`src/rtl/rti_pkg.sv`:
```
package rti_pkg;

    typedef enum logic [2:0] {
        CL_ZERO = 3'd0,
        CL_NORM = 3'd1,
        CL_INF  = 3'd2,
        CL_QNAN = 3'd3,
        CL_SNAN = 3'd4
    } fcls_e;

    typedef enum logic [2:0] {
        RM_NEAR_EVEN = 3'd0,
        RM_NEAR_AWAY = 3'd1,
        RM_ZERO      = 3'd2,
        RM_UP        = 3'd3,
        RM_DOWN      = 3'd4,
        RM_ODD       = 3'd5
    } rmode_e;

    typedef enum logic [1:0] {
        S_IDLE  = 2'd0,
        S_ROUND = 2'd1,
        S_DONE  = 2'd2
    } rti_state_e;

endpackage

```
`src/rtl/rti_scale.sv`:
```
module rti_scale #(
    parameter int EXP_W     = 20,
    parameter int SCL_W     = 20,
    parameter int SCALE_LIM = 65536
) (
    input  logic signed [EXP_W-1:0] exp_i,
    input  logic signed [SCL_W-1:0] scale_i,
    output logic signed [EXP_W-1:0] exp_o
);
    localparam int CW = ((SCL_W > EXP_W) ? SCL_W : EXP_W) + 2;
    localparam logic signed [CW-1:0] LIM_P = CW'(SCALE_LIM);
    localparam logic signed [CW-1:0] LIM_N = -LIM_P;

    logic signed [CW-1:0] scl_x;
    logic signed [CW-1:0] exp_x;
    logic signed [CW-1:0] scl_c;
    logic signed [CW-1:0] sum;

    always_comb begin
        scl_x = {{(CW-SCL_W){scale_i[SCL_W-1]}}, scale_i};
        exp_x = {{(CW-EXP_W){exp_i[EXP_W-1]}}, exp_i};
        if (scl_x > LIM_P) begin
            scl_c = LIM_P;
        end else if (scl_x < LIM_N) begin
            scl_c = LIM_N;
        end else begin
            scl_c = scl_x;
        end
        sum   = exp_x + scl_c;
        exp_o = sum[EXP_W-1:0];
    end
endmodule

```
`src/rtl/rti_nan.sv`:
```
module rti_nan
    import rti_pkg::*;
#(
    parameter int FRAC_W = 23,
    parameter int EXP_W  = 20
) (
    input  logic [2:0]        cls_i,
    input  logic              sign_i,
    input  logic [EXP_W-1:0]  exp_i,
    input  logic [FRAC_W:0]   sig_i,
    input  logic              dflt_i,
    output fcls_e             cls_o,
    output logic              sign_o,
    output logic [EXP_W-1:0]  exp_o,
    output logic [FRAC_W:0]   sig_o,
    output logic              invalid_o
);
    localparam int QBIT = FRAC_W - 1;
    localparam logic [FRAC_W:0] DFLT_SIG = (FRAC_W+1)'(1) << QBIT;

    logic is_nan;
    logic is_snan;

    always_comb begin
        is_snan   = (cls_i == CL_SNAN);
        is_nan    = is_snan || (cls_i == CL_QNAN);
        cls_o     = fcls_e'(cls_i);
        sign_o    = sign_i;
        exp_o     = exp_i;
        sig_o     = sig_i;
        invalid_o = is_snan;
        if (is_nan) begin
            cls_o = CL_QNAN;
            if (dflt_i) begin
                sign_o = 1'b0;
                exp_o  = '0;
                sig_o  = DFLT_SIG;
            end else begin
                sig_o[QBIT] = 1'b1;
            end
        end
    end
endmodule

```
`src/rtl/rti_frac.sv`:
```
module rti_frac
    import rti_pkg::*;
#(
    parameter int FRAC_W = 23,
    parameter int EXP_W  = 20
) (
    input  logic                    sign_i,
    input  logic signed [EXP_W-1:0] exp_i,
    input  logic [FRAC_W:0]         sig_i,
    input  logic [2:0]              mode_i,
    output fcls_e                   cls_o,
    output logic signed [EXP_W-1:0] exp_o,
    output logic [FRAC_W:0]         sig_o,
    output logic                    inexact_o
);
    localparam int SW = FRAC_W + 1;
    localparam logic signed [EXP_W-1:0] EXP_FW  = EXP_W'(FRAC_W);
    localparam logic signed [EXP_W-1:0] EXP_ONE = EXP_W'(1);
    localparam logic [SW-1:0] ONE_SIG = SW'(1) << FRAC_W;

    logic          below, whole, neg_one, rest_nz, one;
    logic [EXP_W-1:0] pos;
    logic [SW-1:0] lsb_m, rnd_m, half_m, even_m, inc;
    logic [SW:0]   sum, clr;
    rmode_e        md;

    always_comb begin
        below   = (exp_i < 0);
        whole   = (exp_i >= EXP_FW);
        neg_one = (exp_i == -EXP_ONE);
        rest_nz = |sig_i[FRAC_W-1:0];
        pos     = EXP_FW - exp_i;
        lsb_m   = (below || whole) ? '0 : (SW'(1) << pos);
        rnd_m   = lsb_m - SW'(1);
        half_m  = lsb_m >> 1;
        even_m  = rnd_m | lsb_m;
        md      = (mode_i > 3'd5) ? RM_ZERO : rmode_e'(mode_i);

        case (md)
            RM_NEAR_EVEN: begin
                inc = ((sig_i & even_m) != half_m) ? half_m : '0;
                one = neg_one && rest_nz;
            end
            RM_NEAR_AWAY: begin
                inc = half_m;
                one = neg_one;
            end
            RM_UP: begin
                inc = sign_i ? '0 : rnd_m;
                one = !sign_i;
            end
            RM_DOWN: begin
                inc = sign_i ? rnd_m : '0;
                one = sign_i;
            end
            RM_ODD: begin
                inc = ((sig_i & lsb_m) != '0) ? '0 : rnd_m;
                one = 1'b1;
            end
            default: begin
                inc = '0;
                one = 1'b0;
            end
        endcase

        sum = {1'b0, sig_i} + {1'b0, inc};
        clr = sum & ~{1'b0, rnd_m};

        cls_o     = CL_NORM;
        exp_o     = exp_i;
        sig_o     = sig_i;
        inexact_o = 1'b0;
        if (below) begin
            inexact_o = 1'b1;
            exp_o     = '0;
            sig_o     = one ? ONE_SIG : '0;
            cls_o     = one ? CL_NORM : CL_ZERO;
        end else if (!whole && ((sig_i & rnd_m) != '0)) begin
            inexact_o = 1'b1;
            if (clr[SW]) begin
                sig_o = clr[SW:1];
                exp_o = exp_i + EXP_ONE;
            end else begin
                sig_o = clr[SW-1:0];
            end
        end
    end
endmodule

```
`src/rtl/rti_round_int.sv`:
```
module rti_round_int
    import rti_pkg::*;
#(
    parameter int FRAC_W    = 23,
    parameter int EXP_W     = 20,
    parameter int SCL_W     = 20,
    parameter int SCALE_LIM = 65536
) (
    input  logic              clk,
    input  logic              rst_n,
    input  logic              in_valid,
    output logic              in_ready,
    input  logic [2:0]        in_cls,
    input  logic              in_sign,
    input  logic [EXP_W-1:0]  in_exp,
    input  logic [FRAC_W:0]   in_sig,
    input  logic [2:0]        in_mode,
    input  logic [SCL_W-1:0]  in_scale,
    input  logic              in_dflt_nan,
    output logic              out_valid,
    input  logic              out_ready,
    output logic [2:0]        out_cls,
    output logic              out_sign,
    output logic [EXP_W-1:0]  out_exp,
    output logic [FRAC_W:0]   out_sig,
    output logic              out_inexact,
    output logic              out_invalid
);
    rti_state_e state, state_nx;

    logic                    take;
    logic                    take_norm;
    logic signed [EXP_W-1:0] exp_scaled;
    logic                    h_sign;
    logic signed [EXP_W-1:0] h_exp;
    logic [FRAC_W:0]         h_sig;
    logic [2:0]              h_mode;

    fcls_e                   sp_cls;
    logic                    sp_sign;
    logic [EXP_W-1:0]        sp_exp;
    logic [FRAC_W:0]         sp_sig;
    logic                    sp_inv;

    fcls_e                   rd_cls;
    logic signed [EXP_W-1:0] rd_exp;
    logic [FRAC_W:0]         rd_sig;
    logic                    rd_inx;

    rti_scale #(.EXP_W(EXP_W), .SCL_W(SCL_W), .SCALE_LIM(SCALE_LIM)) u_scale (
        .exp_i   ($signed(in_exp)),
        .scale_i ($signed(in_scale)),
        .exp_o   (exp_scaled)
    );

    rti_nan #(.FRAC_W(FRAC_W), .EXP_W(EXP_W)) u_nan (
        .cls_i     (in_cls),
        .sign_i    (in_sign),
        .exp_i     (in_exp),
        .sig_i     (in_sig),
        .dflt_i    (in_dflt_nan),
        .cls_o     (sp_cls),
        .sign_o    (sp_sign),
        .exp_o     (sp_exp),
        .sig_o     (sp_sig),
        .invalid_o (sp_inv)
    );

    rti_frac #(.FRAC_W(FRAC_W), .EXP_W(EXP_W)) u_frac (
        .sign_i    (h_sign),
        .exp_i     (h_exp),
        .sig_i     (h_sig),
        .mode_i    (h_mode),
        .cls_o     (rd_cls),
        .exp_o     (rd_exp),
        .sig_o     (rd_sig),
        .inexact_o (rd_inx)
    );

    assign in_ready  = (state == S_IDLE);
    assign out_valid = (state == S_DONE);
    assign take      = in_valid && in_ready;
    assign take_norm = take && (in_cls == CL_NORM);

    always_comb begin
        state_nx = state;
        unique case (state)
            S_IDLE:  if (take) state_nx = take_norm ? S_ROUND : S_DONE;
            S_ROUND: state_nx = S_DONE;
            S_DONE:  if (out_ready) state_nx = S_IDLE;
            default: state_nx = S_IDLE;
        endcase
    end

    always_ff @(posedge clk or negedge rst_n) begin
        if (!rst_n) state <= S_IDLE;
        else        state <= state_nx;
    end

    always_ff @(posedge clk or negedge rst_n) begin
        if (!rst_n) begin
            h_sign      <= 1'b0;
            h_exp       <= '0;
            h_sig       <= '0;
            h_mode      <= '0;
            out_cls     <= CL_ZERO;
            out_sign    <= 1'b0;
            out_exp     <= '0;
            out_sig     <= '0;
            out_inexact <= 1'b0;
            out_invalid <= 1'b0;
        end else begin
            unique case (state)
                S_IDLE: begin
                    if (take_norm) begin
                        h_sign <= in_sign;
                        h_exp  <= exp_scaled;
                        h_sig  <= in_sig;
                        h_mode <= in_mode;
                    end else if (take) begin
                        out_cls     <= sp_cls;
                        out_sign    <= sp_sign;
                        out_exp     <= sp_exp;
                        out_sig     <= sp_sig;
                        out_inexact <= 1'b0;
                        out_invalid <= sp_inv;
                    end
                end
                S_ROUND: begin
                    out_cls     <= rd_cls;
                    out_sign    <= h_sign;
                    out_exp     <= rd_exp;
                    out_sig     <= rd_sig;
                    out_inexact <= rd_inx;
                    out_invalid <= 1'b0;
                end
                default: ;
            endcase
        end
    end

    p_busy_no_take_r1: assert property (@(posedge clk) disable iff (!rst_n)
        out_valid |-> !in_ready);

    p_hold_result_r1: assert property (@(posedge clk) disable iff (!rst_n)
        (out_valid && !out_ready) |=> (out_valid && $stable(out_sig) && $stable(out_exp)
                                       && $stable(out_cls) && $stable(out_sign)));

    p_special_lat_r2: assert property (@(posedge clk) disable iff (!rst_n)
        (take && in_cls != CL_NORM) |=> out_valid);

    p_normal_lat_r2: assert property (@(posedge clk) disable iff (!rst_n)
        take_norm |=> !out_valid ##1 out_valid);

    p_invalid_quiet_r9: assert property (@(posedge clk) disable iff (!rst_n)
        (out_valid && out_invalid) |-> (out_cls == CL_QNAN && out_sig[FRAC_W-1] && !out_inexact));

    p_integral_r11: assert property (@(posedge clk) disable iff (!rst_n)
        (out_valid && out_cls == CL_NORM && $signed(out_exp) >= 0 && $signed(out_exp) < FRAC_W)
        |-> (out_sig[FRAC_W] && ((out_sig >> (FRAC_W - out_exp)) << (FRAC_W - out_exp)) == out_sig));

endmodule

```
`config.mk`:
```
export PLATFORM = sky130hd
export DESIGN_NAME = rti_round_int
export DESIGN_NICKNAME = d
export VERILOG_FILES = /design/src/rtl/rti_pkg.sv /design/src/rtl/rti_scale.sv /design/src/rtl/rti_nan.sv /design/src/rtl/rti_frac.sv /design/src/rtl/rti_round_int.sv
export SDC_FILE = /design/constraint.sdc
export NUM_CORES = 1
export LEC_CHECK = 0
export ABC_CLOCK_PERIOD_IN_PS = 8200
export BUFFER_PORTS_ARGS = -buffer_cell sky130_fd_sc_hd__buf_2
export CORE_UTILIZATION = 55
export DETAILED_ROUTE_END_ITERATION = 16
export PLACE_DENSITY = 0.74
export SYNTH_ARGS = -nofsm -noshare
export SYNTH_HDL_FRONTEND = slang
export SYNTH_SLANG_ARGS = --single-unit
export TNS_END_PERCENT = 100
```
`constraint.sdc`:
```
create_clock -name clk -period 8.2 [get_ports clk]
set_clock_uncertainty 0.05 [all_clocks]
set_input_delay 1.23 -clock clk [delete_from_list [all_inputs] [get_ports clk]]
set_output_delay 1.23 -clock clk [all_outputs]
set_load 0.01 [all_outputs]
```
After elaboration in Yosys (flattened, before gate mapping). Index checks and enable logic that the tools add are counted.

Word-level logic and storage cells: 110. Memories kept: 0. Bits in read-only memories: 0. Latch bits: 0. Memory bits (writable): 0. Output and inout bits: 52. Flip-flop bits (word level): 100. Input bits: 76.

Shifts and indexed selects: 1. Multiply operators: 0. Multiplexer cells: 51. Equal/unequal tests: 14. Divide/modulo/power cells: 0. Reductions and logical operators: 17. Bitwise operators: 6. $lt $le $gt $ge: 5. Add/subtract/negate cells: 5.

Operator list (count): 2-to-1 mux 24 bit (11); 2-to-1 mux 20 bit (9); one-hot mux 24 bit (5 select lines) (1); AND 24 bit (3); one-hot mux 24 bit (2 select lines) (1); nonzero test 24 bit (2); one-hot mux 20 bit (2 select lines) (1); adder 24 x 24 -> 25 bit (1); AND 25 bit (1); inverter 24 -> 25 bit (1); inequality test 24 x 23 -> 1 bit (1); bitwise OR 24 bit (1); << shifter 1 x 20 -> 24 bit (first input constant) (1); subtractor 24 x 1 -> 24 bit (second input constant) (1); 2-to-1 mux 23 bit (1); OR reduction 23 bit (1); 2-to-1 mux 22 bit (1); adder 20 x 2 -> 20 bit (second input constant) (1); adder 20 bit (1); == test 20 x 1 -> 1 bit (second input constant) (1); greater-or-equal comparator 20 x 6 -> 1 bit (second input constant) (1); > comparator 20 x 18 -> 1 bit (second input constant) (1); less-than comparator 20 x 1 -> 1 bit (second input constant) (1); less-than comparator 20 x 17 -> 1 bit (second input constant) (1); 24 further kinds (54).

Longest topological paths before layout. Gate-level depths: netlist of run 1.

Depth in word-level cells: 15. Gate-level depth with buffers: 40. Gate-level depth less buffers: 34.

Hierarchy. Synthesis of run 1 repeated with hierarchy kept, for this count alone.

Cell total of the unflattened synthesis: 1224. Area total of the unflattened synthesis: 11363.4 µm².

By module, submodules not included: rti_round_int (seq. area each 2502.4 µm², area each 4802.1 µm², cells an instance 276, times used 1); rti_frac (seq. area each 0.0 µm², area each 4649.5 µm², cells an instance 716, times used 1); rti_scale (seq. area each 0.0 µm², area each 1194.9 µm², cells an instance 167, times used 1); rti_nan (seq. area each 0.0 µm², area each 716.9 µm², cells an instance 65, times used 1).

Worst setup path before layout of run 1. OpenSTA, ideal clock, no wires.

Path type: register -> register. Start point: register h_exp[3]. End point: register out_sig[10]. Clock period less this slack: 7.288 ns. Setup slack: 0.912 ns. Setup time: 0.126 ns. Data arrival time: 7.112 ns. Stages on the path, launching flop included: 38. Data required time: 8.024 ns. Buffers on the path: 6. Cells stage by stage: dfrtp_1 clkbuf_1 inv_1 ha_1 a41oi_1 and3_1 clkbuf_1 and4_1 clkbuf_1 clkbuf_1 nand3_1 ha_1 nand4_1 a21oi_1 nand2_1 ha_1 nor2b_1 nor4_1 [... 2 more ...] o311a_1 nand3_1 a2111o_1 o41ai_4 o21ai_0 ha_1 a21o_1 a21oi_1 o21a_1 o211ai_1 and3_1 or4_1 and2_1 clkbuf_1 clkbuf_1 nand2_1 a31oi_1 a221o_1.

Cells in the longest elaborated chain, start to end: 15. Elaborated cells on any way between the ends: 28. Classes of those cells: add/sub: 3; order compare: 2; eq/ne: 1; shift: 1; mux: 10; bitwise: 6; reduce/logical: 5.

RTL lines: from (decl) (line rti_round_int.sv:35) `logic signed [EXP_W-1:0] h_exp;`; from (signal assigned) (line rti_round_int.sv:117) `h_exp <= exp_scaled;`; subtractor 6 x 20 -> 20 bit, or another cell as far along (line rti_frac.sv:32) `pos = EXP_FW - exp_i;`; << shifter 1 x 20 -> 24 bit / logical OR 1 bit (equally long branches) (line rti_frac.sv:33) `lsb_m = (below || whole) ? '0 : (SW'(1) << pos);`; 2-to-1 mux 24 bit (line rti_frac.sv:33); subtractor 24 x 1 -> 24 bit (line rti_frac.sv:34) `rnd_m = lsb_m - SW'(1);`; bitwise OR 24 bit (line rti_frac.sv:36) `even_m = rnd_m | lsb_m;`; AND 24 bit (line rti_frac.sv:41) `inc = ((sig_i & even_m) != half_m) ? half_m : '0;`; inequality test 24 x 23 -> 1 bit (line rti_frac.sv:41); 2-to-1 mux 23 bit (line rti_frac.sv:41); one-hot mux 24 bit (5 select lines) (line rti_frac.sv:39) `case (md)`; adder 24 x 24 -> 25 bit (line rti_frac.sv:66) `sum = {1'b0, sig_i} + {1'b0, inc};`; AND 25 bit (line rti_frac.sv:67) `clr = sum & ~{1'b0, rnd_m};`; 2-to-1 mux 24 bit (line rti_frac.sv:80) `if (clr[SW]) begin`; 2-to-1 mux 24 bit (line rti_frac.sv:78) `end else if (!whole && ((sig_i & rnd_m) != '0)) begin`; 2-to-1 mux 24 bit * (line rti_frac.sv:73) `if (below) begin`; one-hot mux 24 bit (2 select lines) * (line rti_round_int.sv:113) `unique case (state)`; to (signal assigned) (line rti_round_int.sv:124) `out_sig <= sp_sig;`; to (signal assigned) (line rti_round_int.sv:133) `out_sig <= rd_sig;`; to (decl) (line rti_round_int.sv:25) `output logic [FRAC_W:0] out_sig,`.

Mark *: on every way between the ends. The rest lies on a longest branch, timed or not. A chain may end at the register's enable or synchronous reset.

Worst setup path in the final report of run 1.
Start point: register h_exp[11]. End point: register out_sig[14].

Same word-level chain as after synthesis.

==> reports/results.tsv, run 1 <==
metric	value	unit
status	complete, no violations	
DR iter-0 viols	1241	
Worst-Margin Slew	1.04	ns
Relative slew margins	30.7	%
switching share of power	49.5	%
placer congestion estimate	1.11	
total gr overflow	0	
Hold Crit Class	reg2reg	
Seq cells post-synth	100	
final hold vios	0	
syn_nets	1419	
CP endpoint kind	register	
first-pass GRT wire length	55800	um
Levels on crit path	33	
Crit path max-delay family	compound AO/OA/AOI/OAI gates	
post-CTS setup buffer count	0	
Vias	10500	
final WL	35800	um
CP max FO	11	
top post-synthesis cells by count	243 x nand2_1, 107 x nor2_1, 100 x dfrtp_1, 78 x o21ai_0	
CTS sink count	100	
initial antenna violation count	0	
Critical Path AT	7.92	ns
DRT antenna net count	0	
largest net degree at the start of global routing	62	
buffer and inverter count on the worst path	5	
final worst-path cycle share	94.4	%
CTS tree	yes	
setup TNS	0	ns
DR DRC count	0	
detailed-router iteration count before antenna repair	5	
Cell Pwr Density	279	nW/um2
Sequential Power Share	30.0	%
WHS Path Cells	2	
final net count	1541	
Critical Path RT	8.38	ns
Post-Syn Instances	1269	
Critical Path Max Stage Delay	0.54	ns
slowest stage cell, crit path	and4_1	
setup slack after layout	0.456	ns
Syn. warnings	0	
root buffer cell	clkbuf_16	
Async S/R FF share, synth	100	%
Placeable Area	16600	um2
Post-synth EDFFs	0	
Core Util, Final	65.1	%
Num CTS Buffers	9	
Setup-failing EPs final	0	
share of layout cells above drive strength 1	16.2	%
most used cell, CP	buf_4	
Ports	128	
Post-Syn Area	9440	um2
ys flop type	dfrtp_1	
Placement Cell Area	10500	um2
fmax	129	MHz
Leakage	5.18	nW
gr usage total	41.0	%
Worst Setup Start Kind	register	
sequential share of the synthesized area	26.5	%
Multi-input gate area	6560	um2
design area	10800	um2
die width	133	um
Die ar.	17700	um2
total of max-cap violations	0	
vias in the first global route	10100	
ANT cells	0	
worst-skew pair later-pin latency	0.37	ns
Comb pwr share	54.9	%
Max VDD drop	0.133	mV
area leader, netlist	dfrtp_1	
Routed WL per cell	22.2	um
Rows	47	
clock power share	15.1	%
initial core utilization	56.7	%
Die Ht	133	um
worst r2r path cells	33	
storage element area	2500	um2
RSZ-0062 raised after global routing	no	
Switching Power	1.50	mW
Avg Inst Size Synth	7.44	um2
Synth top area share	26.5	%
Detailed Place HPWL	27400	um
htree depth	3	
worst setup path class	reg2reg	
port bufs	127	
FILL cells	1480	
routed vias/inst	6.52	
Internal	1.53	mW
fin. max-slew vios	0	
fin crit period	7.74	ns
Synth cell types	73	
Synth area leaders	dfrtp_1 27%, nand2_1 9.7%, ha_1 9.5%	
most numerous cell in the Yosys netlist	nand2_1	
Worst-path clk slew	0.08	ns
area grow syn2layout	14.8	%
dpl ws	0.451	ns
largest buffer count on any clock path	2	
-- layout make-up --
type                            instances  share of cell area (%)
Multi-Input combinational cell       1064                    60.6
Inverter                               34                    1.18
Timing Repair Buffer                  182                    9.70
Sequential cell                       100                    23.1
Clock inverter                          7                   0.820
Clock buffer                            9                    2.08
Tap cell                              220                    2.54
-- worst paths after layout --
check / startpoint / to / slack, ns
max: h_exp[11] / out_sig[14] / 0.46
min in group asynchronous: rst_n / h_exp[8] / 0.80
max reg2reg: h_exp[11] / out_sig[14] / 0.46
max in group asynchronous: rst_n / out_sig[4] / 6.11
min reg2reg: out_invalid / out_invalid / 0.43
min: out_invalid / out_invalid / 0.43
-- worst register-to-register path, delay by kind of cell, from the launching register on --
family	cells	cell delay [ns]
AO/OA/AOI/OAI	12	2.57
XOR/XNOR	1	0.25
adder cells (fa/ha/maj)	2	0.44
buffers and inverters	5	1.02
flip-flops	1	0.41
multiplexers	1	0.30
AND/OR/NAND/NOR	12	2.57
-- layout by cell type (no fill, tap or decap), types with 9 or more instances in the layout --
cell         n
buf_2      126
nand3_1     43
inv_1       33
nor3_1      33
buf_4       56
o31ai_1     10
nor2b_1     20
a21o_1      14
dfrtp_1    100
and3_1      39
a211oi_1    11
nor4_1      17
nand4_1     13
a221o_1     16
xnor2_1     23
nand2b_1    28
o21ai_0     77
a31oi_1     24
nor2_1     104
o21ai_1     17
and2_1      19
a21oi_1     71
clkbuf_16    9
ha_1        72
nand2_1    242
a22oi_1      9
xor2_1      22
-- logic make-up after synthesis --
logic type	after synthesis	share of synthesized area (%)
adders and majority gates	74	9.97
xor gates and xnor gates	45	4.18
DFF	100	26.5
and+or+nand+nor	597	29.9
muxes	12	1.33
AOI/OAI and AO/OA	336	23.7
buffers and inverters	105	4.39
-- state kept, by name (all words and copies together) (netlist names) --
name	cells
h_exp	20
out_sign	1
h_sig	24
h_mode	3
out_exp	20
out_cls	3
state	2
h_sign	1
out_invalid	1
out_inexact	1
out_sig	24
-- through the flow --
step / hold slack, ns / std cells / total power [mW]
5_1_grt: 0.463 / 1616 / 3.20
3_5_place_dp: 0.417 / 1600 / 2.51
2_1_floorplan: 0.442 / 1269 / 1.91
3_3_place_gp: 0.397 / 1600 / 2.49
6_report: 0.433 / 1616 / 3.02
4_1_cts: 0.437 / 1616 / 2.97
-- what timing repair did --
action | CTS | global route
gates resized for setup | 0 | 5
hold buffers | 0 | 0
endpoints found under the setup margin | 0 | 26
-- power groups by stage --
stage	combinational, mW	clock [mW]	sequential [mW]
after global placement	1.59	0	0.901
after floorplan	1.09	0	0.821
final	1.66	0.457	0.905
after global routing	1.81	0.476	0.916
after detailed placement	1.61	0	0.899
after CTS	1.62	0.459	0.892
-- per-layer routing --
metal | up-vias | share of wire [%] | GRT usage, %
li1 | 4844 | - | -
met3 | 115 | 9.6 | 7.43
met1 | 4968 | 40 | 53.0
met5 | - | 0 | 0
met4 | 0 | 4.5 | 19.7
met2 | 617 | 46 | 66.1
(Power assumes the default switching activity.)
==> run 2: changes to the inputs <==
Settings changed: ABC_AREA set to 1, MAX_ROUTING_LAYER set to met4, PLACE_DENSITY 0.74 to 0.73, REMOVE_ABC_BUFFERS set to 1.
==> reports/results.tsv, run 2 <==
metric	value	unit
largest buffer count on any clock path	2	
gr usage total	40.1	%
vias in the first global route	11200	
fmax	131	MHz
worst-skew pair later-pin latency	0.37	ns
Post-Syn Instances	1736	
non-filler cells in the finished layout	2101	
Die ar.	20200	um2
Critical Path Max Stage Delay	0.64	ns
CTS Hold Bufs	0	
Synth cell types	49	
Leakage	6.04	nW
CP max FO	19	
final hold vios	0	
ANT cells	0	
Rows	50	
flop2flop setup slack	0.58	ns
Detailed Place HPWL	30700	um
dpl cells	2085	
initial antenna violation count	0	
worst setup path class	reg2reg	
Setup-failing EPs final	0	
share of layout cells above drive strength 1	13.3	%
Placeable Area	19000	um2
final net count	1986	
Max VDD drop	0.293	mV
top post-synthesis cells by count	455 x nand2_1, 216 x nor2_1, 182 x inv_1, 177 x a21oi_1, 131 x o21ai_0	
Num CTS Buffers	9	
port bufs	127	
CTS sink count	100	
commonest non-fill, non-tap cell in the layout	nand2_1	
Avg Inst Size Synth	6.22	um2
Compound-Gate Fraction of Synth Area	17.3	%
CP endpoint kind	register	
initial core utilization	57.0	%
DR DRC count	0	
post-CTS setup buffer count	0	
Worst Setup Start Kind	register	
dpl ws	0.649	ns
Synth Area in Simple Gates	39.6	%
CTS tree	yes	
Switching Power	2.54	mW
Hold Crit Class	reg2reg	
htree depth	3	
Core Util, Final	63.1	%
Async S/R FF share, synth	100	%
fin crit period	7.62	ns
most used cell, CP	nand2_1	
Synth top area share	23.2	%
Routed WL per cell	18.5	um
Sequential Power Share	23.6	%
detailed-router iteration count before antenna repair	6	
root buffer cell	clkbuf_16	
Die Ht	142	um
Synth area leaders	dfrtp_1 23%, nand2_1 16%, ha_1 8.3%	
Post-Syn Area	10800	um2
fin. max-slew vios	0	
Post-synth EDFFs	0	
final WL	38900	um
DR iter-0 viols	1294	
Cell Pwr Density	365	nW/um2
Syn. warnings	0	
ys flop type	dfrtp_1	
Critical Path AT	7.88	ns
Post-Synth XOR/XNOR Area	2.11	%
Worst-path clk slew	0.09	ns
Ports	128	
Seq cells post-synth	100	
largest family of logic cells by synthesized area	simple AND/OR/NAND/NOR gates	
most frequent cells in the layout	454 x nand2_1, 216 x nor2_1, 181 x inv_1	
Vias	12500	
Internal	1.83	mW
total power	4.37	mW
slowest stage cell, crit path	o21ai_0	
setup TNS	0	ns
Comb pwr share	65.9	%
RSZ-0062 raised after global routing	no	
clock power share	10.4	%
area leader, netlist	dfrtp_1	
total of max-cap violations	0	
Critical Path RT	8.46	ns
largest net degree at the start of global routing	75	
PostCTS Resize Cnt	0	
total gr overflow	0	
sequential share of the synthesized area	23.2	%
switching share of power	58.1	%
setup slack after layout	0.580	ns
Worst-Margin Slew	1.04	ns
Relative slew margins	30.4	%
area grow syn2layout	10.8	%
mux contribution to synthesized area	0	%
first-pass GRT wire length	60700	um
DRT antenna net count	0	
biggest regs	h_sig: 24 flops, out_sig: 24 flops	
placer congestion estimate	1.07	
most numerous cell in the Yosys netlist	nand2_1	
final worst-path cycle share	92.9	%
routed vias/inst	5.93	
die width	142	um
status	complete, no violations	
adder-cell share of the synthesized area	8.71	%
-- run 2: final timing paths --
kind | startpoint | to | depth (start not counted)
max | h_exp[4] | out_sig[22] | 47
min | out_exp[19] | out_exp[19] | 2
max reg2reg | h_exp[4] | out_sig[22] | 47
min reg2reg | out_exp[19] | out_exp[19] | 2
max in group asynchronous | rst_n | out_sig[0] | 2
min in group asynchronous | rst_n | out_exp[4] | 1
-- run 2: cell families (layout without fill, tap and decap cells) --
| family | Yosys count | in the layout |
|---|---|---|
| adders and majority gates | 74 | 74 |
| DFF | 100 | 100 |
| xor gates and xnor gates | 26 | 26 |
| and+or+nand+nor | 933 | 933 |
| buffers and inverters | 249 | 354 |
| AOI/OAI and AO/OA | 354 | 354 |
-- run 2: area by class of cell --
| cell class | count | area, um2 |
|---|---|---|
| well taps | 260 | 325 |
| multi-input cells | 1387 | 7340 |
| repair buffers | 144 | 766 |
| flip-flops and latches | 100 | 2500 |
| fillers | 1871 | 7000 |
| inverters | 194 | 728 |
| clock inverters | 7 | 73.8 |
| clock buffers | 9 | 225 |
-- run 2: power by group through the flow --
stage	registers [mW]	logic (mW)	clock network [mW]
2_1_floorplan	1.02	1.84	0
3_3_place_gp	1.02	2.73	0
3_5_place_dp	1.02	2.77	0
4_1_cts	1.02	2.79	0.458
5_1_grt	1.06	3.18	0.473
6_report	1.03	2.88	0.456
-- run 2: critical path, delay by kind of cell (launching register included) --
| kind | cells | cell delay, ns |
|---|---|---|
| flip-flops | 1 | 0.46 |
| buffers and inverters | 3 | 0.33 |
| AO/OA/AOI/OAI | 6 | 1.40 |
| adder cells (fa/ha/maj) | 3 | 0.75 |
| AND/OR/NAND/NOR | 35 | 4.55 |
-- run 2: per-stage QoR --
step	instance area [um2]	hold slack, ns
after global placement	11700	0.409
after CTS	12000	0.439
after floorplan	10600	0.437
final	12000	0.439
after global routing	12000	0.451
after detailed placement	11700	0.419
-- run 2: routing by layer --
metal | global-route usage, % | share of wire [%]
met3 | 7.84 | 11
met4 | 9.96 | 2.0
met1 | 56.9 | 45
met5 | - | 0
met2 | 58.2 | 42
